[src/rtl/sdm_pkg.sv]
package sdm_pkg;

  typedef enum logic [3:0] {
    C_NOP  = 4'd0,
    C_ACT  = 4'd1,
    C_RD   = 4'd2,
    C_WR   = 4'd3,
    C_RDA  = 4'd4,
    C_WRA  = 4'd5,
    C_PRE  = 4'd6,
    C_PALL = 4'd7,
    C_REF  = 4'd8
  } sdm_cmd_e;

  function automatic logic cmd_is_rw(sdm_cmd_e c);
    return (c == C_RD) || (c == C_WR) || (c == C_RDA) || (c == C_WRA);
  endfunction

  function automatic logic cmd_is_write(sdm_cmd_e c);
    return (c == C_WR) || (c == C_WRA);
  endfunction

  function automatic logic cmd_is_auto(sdm_cmd_e c);
    return (c == C_RDA) || (c == C_WRA);
  endfunction

  // burst length minus one, from the 2-bit select
  function automatic logic [2:0] burst_mask(logic [1:0] code);
    case (code)
      2'd0:    return 3'd0;
      2'd1:    return 3'd1;
      2'd2:    return 3'd3;
      default: return 3'd7;
    endcase
  endfunction

  // column of a beat: upper bits fixed, low bits count modulo the burst length
  function automatic logic [7:0] burst_col(logic [7:0] start, logic [2:0] beat,
                                           logic [2:0] mask);
    logic [7:0] m;
    m = {5'b0, mask};
    return (start & ~m) | ((start + {5'b0, beat}) & m);
  endfunction

endpackage

[src/rtl/sdm_bank_tracker.sv]
module sdm_bank_tracker
  import sdm_pkg::*;
#(
  parameter int BANKS = 4,
  parameter int ROWS  = 4,
  localparam int BANK_W = $clog2(BANKS),
  localparam int ROW_W  = $clog2(ROWS)
) (
  input  logic                          clk,
  input  logic                          rst_n,
  input  sdm_cmd_e                      cmd,
  input  logic [BANK_W-1:0]             bank,
  input  logic [ROW_W-1:0]              row,
  input  logic                          close_evt,
  input  logic [BANK_W-1:0]             close_bank,
  output logic [BANKS-1:0]              open_vec,
  output logic [BANKS-1:0][ROW_W-1:0]   open_row,
  output logic [ROW_W-1:0]              ref_row,
  output logic                          err,
  output logic                          rw_ok
);

  logic act_ok, act_bad, rw_bad, tgt_open;

  assign tgt_open = open_vec[bank];
  assign act_ok   = (cmd == C_ACT) && !tgt_open;
  assign act_bad  = (cmd == C_ACT) &&  tgt_open;
  assign rw_ok    = cmd_is_rw(cmd) &&  tgt_open;
  assign rw_bad   = cmd_is_rw(cmd) && !tgt_open;

  for (genvar b = 0; b < BANKS; b++) begin : g_bank
    logic             open_q;
    logic [ROW_W-1:0] row_q;
    logic             hit;

    assign hit = (bank == BANK_W'(b));

    always_ff @(posedge clk or negedge rst_n) begin
      if (!rst_n) begin
        open_q <= 1'b0;
        row_q  <= '0;
      end else if (cmd == C_PALL || cmd == C_REF) begin
        open_q <= 1'b0;
      end else if (cmd == C_PRE && hit) begin
        open_q <= 1'b0;
      end else if (act_ok && hit) begin
        open_q <= 1'b1;
        row_q  <= row;
      end else if (close_evt && close_bank == BANK_W'(b)) begin
        open_q <= 1'b0;
      end
    end

    assign open_vec[b] = open_q;
    assign open_row[b] = row_q;
  end

  always_ff @(posedge clk or negedge rst_n) begin
    if (!rst_n) begin
      ref_row <= '0;
      err     <= 1'b0;
    end else begin
      err <= act_bad || rw_bad;
      if (cmd == C_REF)
        ref_row <= (ref_row == ROW_W'(ROWS - 1)) ? '0 : ref_row + 1'b1;
    end
  end

endmodule

[config.mk]
export PLATFORM = sky130hd
export DESIGN_NAME = sdm_bank_tracker
export DESIGN_NICKNAME = d
export VERILOG_FILES = /design/src/rtl/sdm_pkg.sv /design/src/rtl/sdm_bank_tracker.sv
export SDC_FILE = /design/constraint.sdc
export NUM_CORES = 1
export LEC_CHECK = 0
export BUFFER_PORTS_ARGS = -buffer_cell sky130_fd_sc_hd__buf_2
export CORE_AREA = 2 2 46 48
export CTS_CLUSTER_SIZE = 20
export DETAILED_ROUTE_END_ITERATION = 16
export DIE_AREA = 0 0 48 50
export HOLD_SLACK_MARGIN = 0.12
export PLACE_DENSITY = 0.71
export RECOVER_POWER = 50
export SETUP_SLACK_MARGIN = 0.02
export SYNTH_ARGS = -nofsm -noshare
export SYNTH_HDL_FRONTEND = slang
export SYNTH_SLANG_ARGS = --single-unit
[constraint.sdc]
create_clock -name clk -period 2.7 [get_ports clk]
set_clock_uncertainty 0.2 [all_clocks]
set_input_delay 0.135 -clock clk [delete_from_list [all_inputs] [get_ports clk]]
set_output_delay 0.135 -clock clk [all_outputs]
set_load 0.03 [all_outputs]
==> results of run 1 <==
cell families after synthesis:
logic type | after synthesis | share of synthesized area [%]
AOI/OAI and AO/OA | 8 | 7.46
buffers and inverters | 7 | 5.48
adders and majority gates | 1 | 1.52
DFF | 15 | 45.7
and+or+nand+nor | 19 | 21.0
xor gates and xnor gates | 1 | 1.07
muxes | 12 | 17.8
power breakdown:
part	switching, uW	total, uW	internal, uW	leakage [uW]
Clock	68.9	126	57.4	0.0000150
Combinational	151	232	81.2	0.000247
Sequential	30.2	298	268	0.000194
cell usage in the layout, fill, tap and decap left out, types with 2 or more instances in the layout:
master and instances:
nor2_1 2, nand2_1 2, clkbuf_4 3, nand2b_1 2, buf_2 13, mux2_2 11
nor4b_1 2, dlygate4sd3_1 12, clkbuf_1 16, nand4b_1 2, dfrtp_1 15, o21bai_1 3
o311ai_0 2
through the flow:
stage	worst slack [ps]	hold WS (ps)
after detailed placement	817	-148
after CTS	397	122
after floorplan	1050	-361
after global routing	333	132
final	424	121
after global placement	875	-155
registers in the layout, summed over array words and instances, names as in the netlist:
name	cells
g_bank.row_q	8
ref_row	2
err	1
g_bank.open_q	4
how the worst min path moves through the flow:
stage	endpoint	slack, ps	cells past startpoint
2_1_floorplan	err	-360	0
3_3_place_gp	g_bank[0].row_q[0]	-160	1
3_5_place_dp	g_bank[0].row_q[0]	-150	1
4_1_cts	g_bank[2].open_q	120	3
5_1_grt	g_bank[2].open_q	130	3
6_report	g_bank[2].open_q	120	3
metal layers:
layer / share of wire, % / track usage, % / wire length, um / vias to the layer above
met3: 3.2 / 3.30 / 57 / 4
met5: 0 / 0 / 0 / -
met4: 2.1 / 8.11 / 37 / 0
li1: - / - / - / 318
met2: 50 / 27.8 / 894 / 20
met1: 45 / 22.2 / 801 / 316
worst register-to-register path, delay by kind of cell (launching register included):
| family | cells | cell delay (ps) |
|---|---|---|
| and+or+nand+nor | 1 | 300 |
| buffers and inverters | 1 | 590 |
| AOI/OAI and AO/OA | 1 | 90 |
| DFF | 1 | 440 |
final cells by class:
class	instances	area share, %
Multi-Input combinational cell	41	37.1
Sequential cell	15	34.7
Timing Repair Buffer	40	22.3
Tap cell	27	3.12
Clock buffer	4	2.43
Inverter	1	0.347
==> flow_metrics.tcl, run 1 <==
set metrics [dict create \
    status "complete, no violations" \
    syn-cell-area_sq_um 822 \
    r2r-start "g_bank[0].open_q" \
    yosys-top-cells-count "dfrtp_1, mux2_2, buf_4" \
    synthArstFlopShare_pct 100 \
    place_hpwl_mm 1.31 \
    syn_inst 63 \
    critical-path-max-stage-delay_ps 590 \
    insertion_delay_ps 280 \
    worstSetupPathType "in -> reg" \
    diodes 0 \
    worstMarginPinSlew_ps 645 \
    synthFlopType "dfrtp_1" \
    cts_tree "done" \
    ff2ff_setup_slack_ps 1010 \
    crit_required_ps 2720 \
    place_congestion 0.774 \
    final_nets 116 \
    routed_wl_mm 1.79 \
    crit_start "cmd[3]" \
    place_area_sq_um 955 \
    fillCellCount 186 \
    cpMaxStageDelayCell "dlygate4sd3_1" \
    syn2layout_area_growth_pct 31.7 \
    postCtsSetupBuffers 0 \
    finalCoreUtilization_pct 56.9 \
    cts-hold-fix-buffers 12 \
    hp-class "in -> reg" \
    die_h_um 50 \
    cp-endpoint "g_bank[0].open_q" \
    finalNonFillerCells 128 \
    vdd_drop_max_uv 359 \
    cts_root_buf "clkbuf_4" \
    synth_top_cell_area_share_pct 45.7 \
    die_area_sq_um 2400 \
    start_kind "input pin" \
    synth.distinct_cells 27 \
    grt_max_degree 16 \
    rsz0062_at_grt "no" \
    dp.cells 112 \
    fin_tns_setup_ps 0 \
    crit_chain "dlygate4sd3_1 > buf_2 > or4b_4 > nor4_4 > dlygate4sd3_1 > o21bai_1" \
    yosysMostFrequentCell "dfrtp_1" \
    dieWidth_um 48 \
    finalSetupViolations 0 \
    clock.fmax_mhz 439 \
    rows 16 \
    drive_above_1_share_pct 32.7 \
    power.density_nw_per_um2 606 \
    drtIter0Drc 4 \
    clkTransAtPathRegs_ps 90 \
    power_uw 656 \
    post-route-min-period_ps 2280 \
    synth_warnings 0 \
    htree_levels 1 \
    cap_violations 0 \
    ff2ff_path_depth 3 \
    slew_headroom_pct 56.4 \
    antenna_found_initial 0 \
    grt_pass1_vias 652 \
    yosys.area.top_type "dfrtp_1" \
    drtAntennaViolNets 0 \
    start_util_pct 43.2 \
    dr_total_vias 658 \
    vias_per_cell 5.14 \
    finalCritPeriodShare_pct 84.3 \
    io_pins 29 \
    syn_nets 77 \
    r2r-end "g_bank[0].open_q" \
    drv_slew 0 \
    worstPathMaxFanout 6 \
    cts_made_buffers 3 \
    hold_violations 0 \
    synth-edff-count 0 \
    avgRoutedWirePerCell_um 14.0 \
    firstDrtPassIters 4 \
    cts_num_sinks 15 \
    remaining_drc_errors 0 \
    hold_path.startpoint "bank[0]" \
    critPathMostFrequentCell "dlygate4sd3_1" \
    port_buffers 28 \
    power.leakage_uw 0.000456 \
    synth-seq-cells 15 \
    crit_buf_inv 3 \
    ys_seq_area_share_pct 45.7 \
    grt_overflow_total 0 \
    regArea_sq_um 375 \
    cp_top_family "buffers and inverters" \
    grt_pass1_wl_mm 2.93 \
    arrival_ps 2290 \
    gr-usage-all-layers_pct 17.5 \
    cts_max_path_buffers 2 \
    synth.avg_cell_area_sq_um 13.0 \
    core-area_sq_um 1900 \
    synth_area_leaders "dfrtp_1, mux2_2, buf_4, nor4b_4, mux4_2" \
    cts_resized 0 \
    multi_input_area_sq_um 402 \
    cp.depth 6 \
    end_kind "flip-flop" \
    fin_area_sq_um 1080 \
]
(Power assumes the default switching activity.)
==> run 2: changes to the inputs <==
--- a/config.mk
+++ b/config.mk
@@ -6,10 +6,10 @@
 export NUM_CORES = 1
 export LEC_CHECK = 0
 export BUFFER_PORTS_ARGS = -buffer_cell sky130_fd_sc_hd__buf_2
-export CORE_AREA = 2 2 46 48
+export CORE_AREA = 2 2 47 49
 export CTS_CLUSTER_SIZE = 20
 export DETAILED_ROUTE_END_ITERATION = 16
-export DIE_AREA = 0 0 48 50
+export DIE_AREA = 0 0 49 51
 export HOLD_SLACK_MARGIN = 0.12
 export PLACE_DENSITY = 0.71
 export RECOVER_POWER = 50
==> constraint.sdc (replaced) <==
create_clock -name clk -period 1.9 [get_ports clk]
set_clock_uncertainty 0.2 [all_clocks]
set_input_delay 0.095 -clock clk [delete_from_list [all_inputs] [get_ports clk]]
set_output_delay 0.095 -clock clk [all_outputs]
set_load 0.03 [all_outputs]
==> flow_metrics.tcl, run 2 (synthesis gave the netlist of run 1 again) <==
set metrics [dict create \
    end_kind "output pin" \
    hold_violations 0 \
    core-area_sq_um 2060 \
    highest_layer "met3" \
    io_pins 29 \
    power.density_nw_per_um2 818 \
    cts_tree "done" \
    wl_met1_um 894 \
    drv_slew 0 \
    fin_tns_setup_ps 0 \
    slew_headroom_pct 53.6 \
    finalCritPeriodShare_pct 95.0 \
    firstDrtPassIters 4 \
    worstSetupPathType "reg -> out" \
    vdd_drop_max_uv 540 \
    grt_max_degree 16 \
    dr_total_vias 681 \
    rsz0062_at_grt "no" \
    remaining_drc_errors 0 \
    place_congestion 0.790 \
    drtAntennaViolNets 0 \
    post-route-min-period_ps 1810 \
    finalSetupViolations 0 \
    cp-endpoint "rw_ok" \
    crit_required_ps 1600 \
    met2_wirelength_um 952 \
    port_buffers 28 \
    grt_pass1_wl_mm 3.31 \
    layout_common_cells "dlygate4sd3_1, clkbuf_1, dfrtp_1" \
    layout_commonest_cell "dlygate4sd3_1" \
    r2r-start "g_bank[2].open_q" \
    antenna_found_initial 0 \
    hold_ws_ps 112 \
    status "complete, no violations" \
    grt_pass1_vias 743 \
    syn2layout_area_growth_pct 38.2 \
    largest_register "g_bank.row_q" \
    place_hpwl_mm 1.24 \
    cap_violations 0 \
    ff2ff_path_depth 3 \
    crit_start "g_bank[2].open_q" \
    diodes 0 \
    final_nets 122 \
    cts_num_sinks 15 \
    r2r-end "g_bank[2].open_q" \
    rows 17 \
    worstMarginPinSlew_ps 694 \
    avgRoutedWirePerCell_um 14.2 \
    grt_overflow_total 0 \
    dr_wl_met3_um 74 \
    insertion_delay_ps 270 \
    postCtsSetupBuffers 0 \
    arrival_ps 1510 \
    die_area_sq_um 2500 \
    power.leakage_uw 0.000474 \
    top_regs "g_bank.row_q: 8 flops, g_bank.open_q: 4 flops, ref_row: 2 flops" \
    clkTransAtPathRegs_ps 80 \
    dieWidth_um 49 \
    hp-class "in -> reg" \
    drive_above_1_share_pct 32.7 \
    gr-usage-all-layers_pct 16.9 \
    worstPathMaxFanout 4 \
    cts_made_buffers 3 \
    routed_wl_mm 1.92 \
    clock.fmax_mhz 554 \
    drtIter0Drc 9 \
    start_kind "flip-flop" \
    fin_area_sq_um 1140 \
    vias_per_cell 5.04 \
    die_h_um 51 \
    start_util_pct 39.8 \
    htree_levels 1 \
    cts_max_path_buffers 2 \
    cts_root_buf "clkbuf_4" \
    largest_reg_flops 8 \
    fillCellCount 199 \
    place_area_sq_um 956 \
    ff2ff_setup_slack_ps 360 \
]
==> run 2: worst min path at each step <==
stage | from | endpoint | slack, ps | depth (start not counted)
2_1_floorplan | rst_n | err | -400 | 0
3_3_place_gp | rst_n | g_bank[3].row_q[0] | -190 | 1
3_5_place_dp | rst_n | g_bank[3].row_q[1] | -180 | 1
4_1_cts | cmd[2] | g_bank[0].open_q | 120 | 4
5_1_grt | cmd[3] | g_bank[1].open_q | 150 | 4
6_report | cmd[2] | ref_row[0] | 110 | 3
==> run 2: metrics by stage <==
stage / std cells / power (uW) / util [%] / setup slack (ps)
2_1_floorplan: 63 / 653 / - / 295
3_3_place_gp: 113 / 748 / 46.3 / 121
3_5_place_dp: 113 / 755 / 46.3 / 75.6
4_1_cts: 136 / 965 / 56.8 / 54.4
5_1_grt: 135 / 990 / 55.1 / 34.1
6_report: 135 / 929 / 55.1 / 95.0
==> run 2: power breakdown <==
group          switching [uW]  internal (uW)
Combinational             213            125
Clock                    89.7           81.2
Sequential               40.4            380
Total                     343            586
==> run 2: repair_timing <==
item / CTS / global route
setup endpoints to repair: 0 / 5
hold buffers: 19 / 0
hold endpoints to repair: 30 / 0
resized for setup: 0 / 3
==> run 2: cell type report <==
cell class | count | area, sq um | area share [%]
clock buffer | 4 | 26.3 | 2.31
sequential | 15 | 377 | 33.1
multi-input combinational | 41 | 390 | 34.4
timing repair buffer | 46 | 304 | 26.8
inverter | 1 | 3.75 | 0.330
tap | 28 | 35.0 | 3.08
==> run 2: critical path: stages (launching register included) <==
cell and delay, ps:
dfrtp_2 440, mux4_2 490, and2_1 150, buf_2 170
==> run 2: metal layers <==
layer	up-vias	GRT usage, %
met5	-	0
met4	0	4.29
met3	0	2.34
met2	21	31.3
met1	336	20.8
li1	324	-
==> run 3: changes to the inputs <==
--- a/config.mk
+++ b/config.mk
@@ -6,11 +6,10 @@
 export NUM_CORES = 1
 export LEC_CHECK = 0
 export BUFFER_PORTS_ARGS = -buffer_cell sky130_fd_sc_hd__buf_2
-export CORE_AREA = 2 2 47 49
+export CORE_AREA = 10 10 55 57
 export CTS_CLUSTER_SIZE = 20
 export DETAILED_ROUTE_END_ITERATION = 16
-export DIE_AREA = 0 0 49 51
-export HOLD_SLACK_MARGIN = 0.12
+export DIE_AREA = 0 0 65 67
 export PLACE_DENSITY = 0.71
 export RECOVER_POWER = 50
 export SETUP_SLACK_MARGIN = 0.02
==> flow_metrics.tcl, run 3 (synthesis gave the netlist of run 1 again) <==
set metrics [dict create \
    status "complete, no violations" \
    hold-path-cell-count 4 \
    drv_slew 0 \
    cts_max_path_buffers 2 \
    antenna_found_initial 0 \
    drtIter0Drc 5 \
    clock.fmax_mhz 550 \
    postCtsSetupBuffers 0 \
    rsz0062_at_grt "no" \
    start_util_pct 42.3 \
    top_regs "g_bank.row_q: 8 flops, g_bank.open_q: 4 flops, ref_row: 2 flops" \
    largest_register "g_bank.row_q" \
    htree_levels 1 \
    grt_pass1_vias 667 \
    io_pins 29 \
    layout_common_cells "buf_2, dfrtp_1, mux2_2" \
    p_int_uw 580 \
    finalCritPeriodShare_pct 95.7 \
    hold_path.startpoint "close_evt" \
    slew_headroom_pct 45.7 \
    finalNonFillerCells 122 \
    clockPowerShare_pct 18.9 \
    crit_start "g_bank[2].open_q" \
    place_congestion 0.774 \
    dr_total_vias 628 \
    power_frac_comb_pct 35.8 \
    power.leakage_uw 0.000452 \
    final_nets 110 \
    rows 16 \
    remaining_drc_errors 0 \
    cts_num_sinks 15 \
    grt_pass1_wl_mm 3.15 \
    switching_share_pct 37.6 \
    dp.cells 112 \
    power.density_nw_per_um2 902 \
    p_sw_uw 349 \
    cts_tree "done" \
    layout_commonest_cell "buf_2" \
    power_uw 929 \
    drtAntennaViolNets 0 \
    vias_per_cell 5.15 \
    hp-class "in -> reg" \
    cts_root_buf "clkbuf_4" \
    worstMarginPinSlew_ps 814 \
    vdd_drop_max_uv 554 \
    diodes 0 \
    hold_ws_ps 20.3 \
    cts_made_buffers 3 \
    p_seq_share_pct 45.2 \
    syn2layout_area_growth_pct 25.3 \
    arrival_ps 1520 \
    largest_reg_flops 8 \
    grt_overflow_total 0 \
    start_kind "flip-flop" \
    routed_wl_mm 1.90 \
    die_area_sq_um 4360 \
    insertion_delay_ps 270 \
    firstDrtPassIters 4 \
    dieWidth_um 65 \
    hold_violations 0 \
    gr-usage-all-layers_pct 8.82 \
    crit_required_ps 1600 \
    cap_violations 0 \
    grt_max_degree 16 \
    core-area_sq_um 1940 \
    r2r-start "g_bank[2].open_q" \
    worstSetupPathType "reg -> out" \
    post-route-min-period_ps 1820 \
    worstPathMaxFanout 4 \
    avgRoutedWirePerCell_um 15.5 \
    clkTransAtPathRegs_ps 80 \
    drive_above_1_share_pct 41.1 \
    end_kind "output pin" \
    die_h_um 67 \
    port_buffers 28 \
    ff2ff_path_depth 2 \
    finalSetupViolations 0 \
    place_hpwl_mm 1.52 \
    fin_tns_setup_ps 0 \
]
run 3: cell count changes in the layout (fill, tap and decap cells not counted):
| cell | before | now |
|---|---|---|
| nor4_2 | 2 | 1 |
| clkbuf_1 | 16 | 10 |
| nor4b_2 | 2 | 0 |
| nor4b_1 | 1 | 2 |
| nor4b_4 | 0 | 1 |
| buf_2 | 12 | 19 |
| dlygate4sd3_1 | 18 | 6 |
| dfrtp_2 | 1 | 0 |
| nor4_4 | 0 | 1 |
| clkbuf_4 | 4 | 3 |
| dfrtp_1 | 14 | 15 |
run 3: repair_timing:
action                                 CTS  global route
hold buffers                             6             0
gates resized for setup                  0             0
endpoints found under the hold margin   25             0
run 3: power by group through the flow:
stage / sequential (uW) / combinational (uW) / clock, uW
2_1_floorplan: 539 / 114 / 0
3_3_place_gp: 422 / 329 / 0
3_5_place_dp: 426 / 341 / 0
4_1_cts: 420 / 350 / 187
5_1_grt: 430 / 363 / 196
6_report: 420 / 333 / 176
run 3: final timing paths:
check | endpoint | slack, ps
max | rw_ok | 80
min | g_bank[1].open_q | 20
max reg2reg | err | 380
min reg2reg | g_bank[1].row_q[1] | 310
max in group asynchronous | err | 780
min in group asynchronous | g_bank[3].row_q[1] | 220
run 3: final cells by class:
type                       count  area (sq um)
timing repair buffer          34           189
inverter                       1          3.75
clock buffer                   4          26.3
sequential                    15           375
multi-input combinational     41           402
fill                         193           912
tap                           27          33.8
run 3: stage by stage:
stage	worst slack, ps	cell area (sq um)	utilization, %
after floorplan	295	822	-
after global placement	120	955	49.2
after detailed placement	54.3	955	49.2
after CTS	61.7	1040	53.6
after global routing	28.6	1030	53.0
final	82.3	1030	53.0
run 3: per-layer routing:
layer  share of wire [%]  up-vias  GRT usage, %
met3                 5.1        2          3.34
met2                  49       17          14.0
met5                   0        -             0
met4                0.53        0          3.21
met1                  45      311          10.6
li1                    -      298             -
run 3: critical path: stages (launching register included):
cell and delay, ps:
dfrtp_1 440, mux4_2 490, and2_1 150, buf_2 170
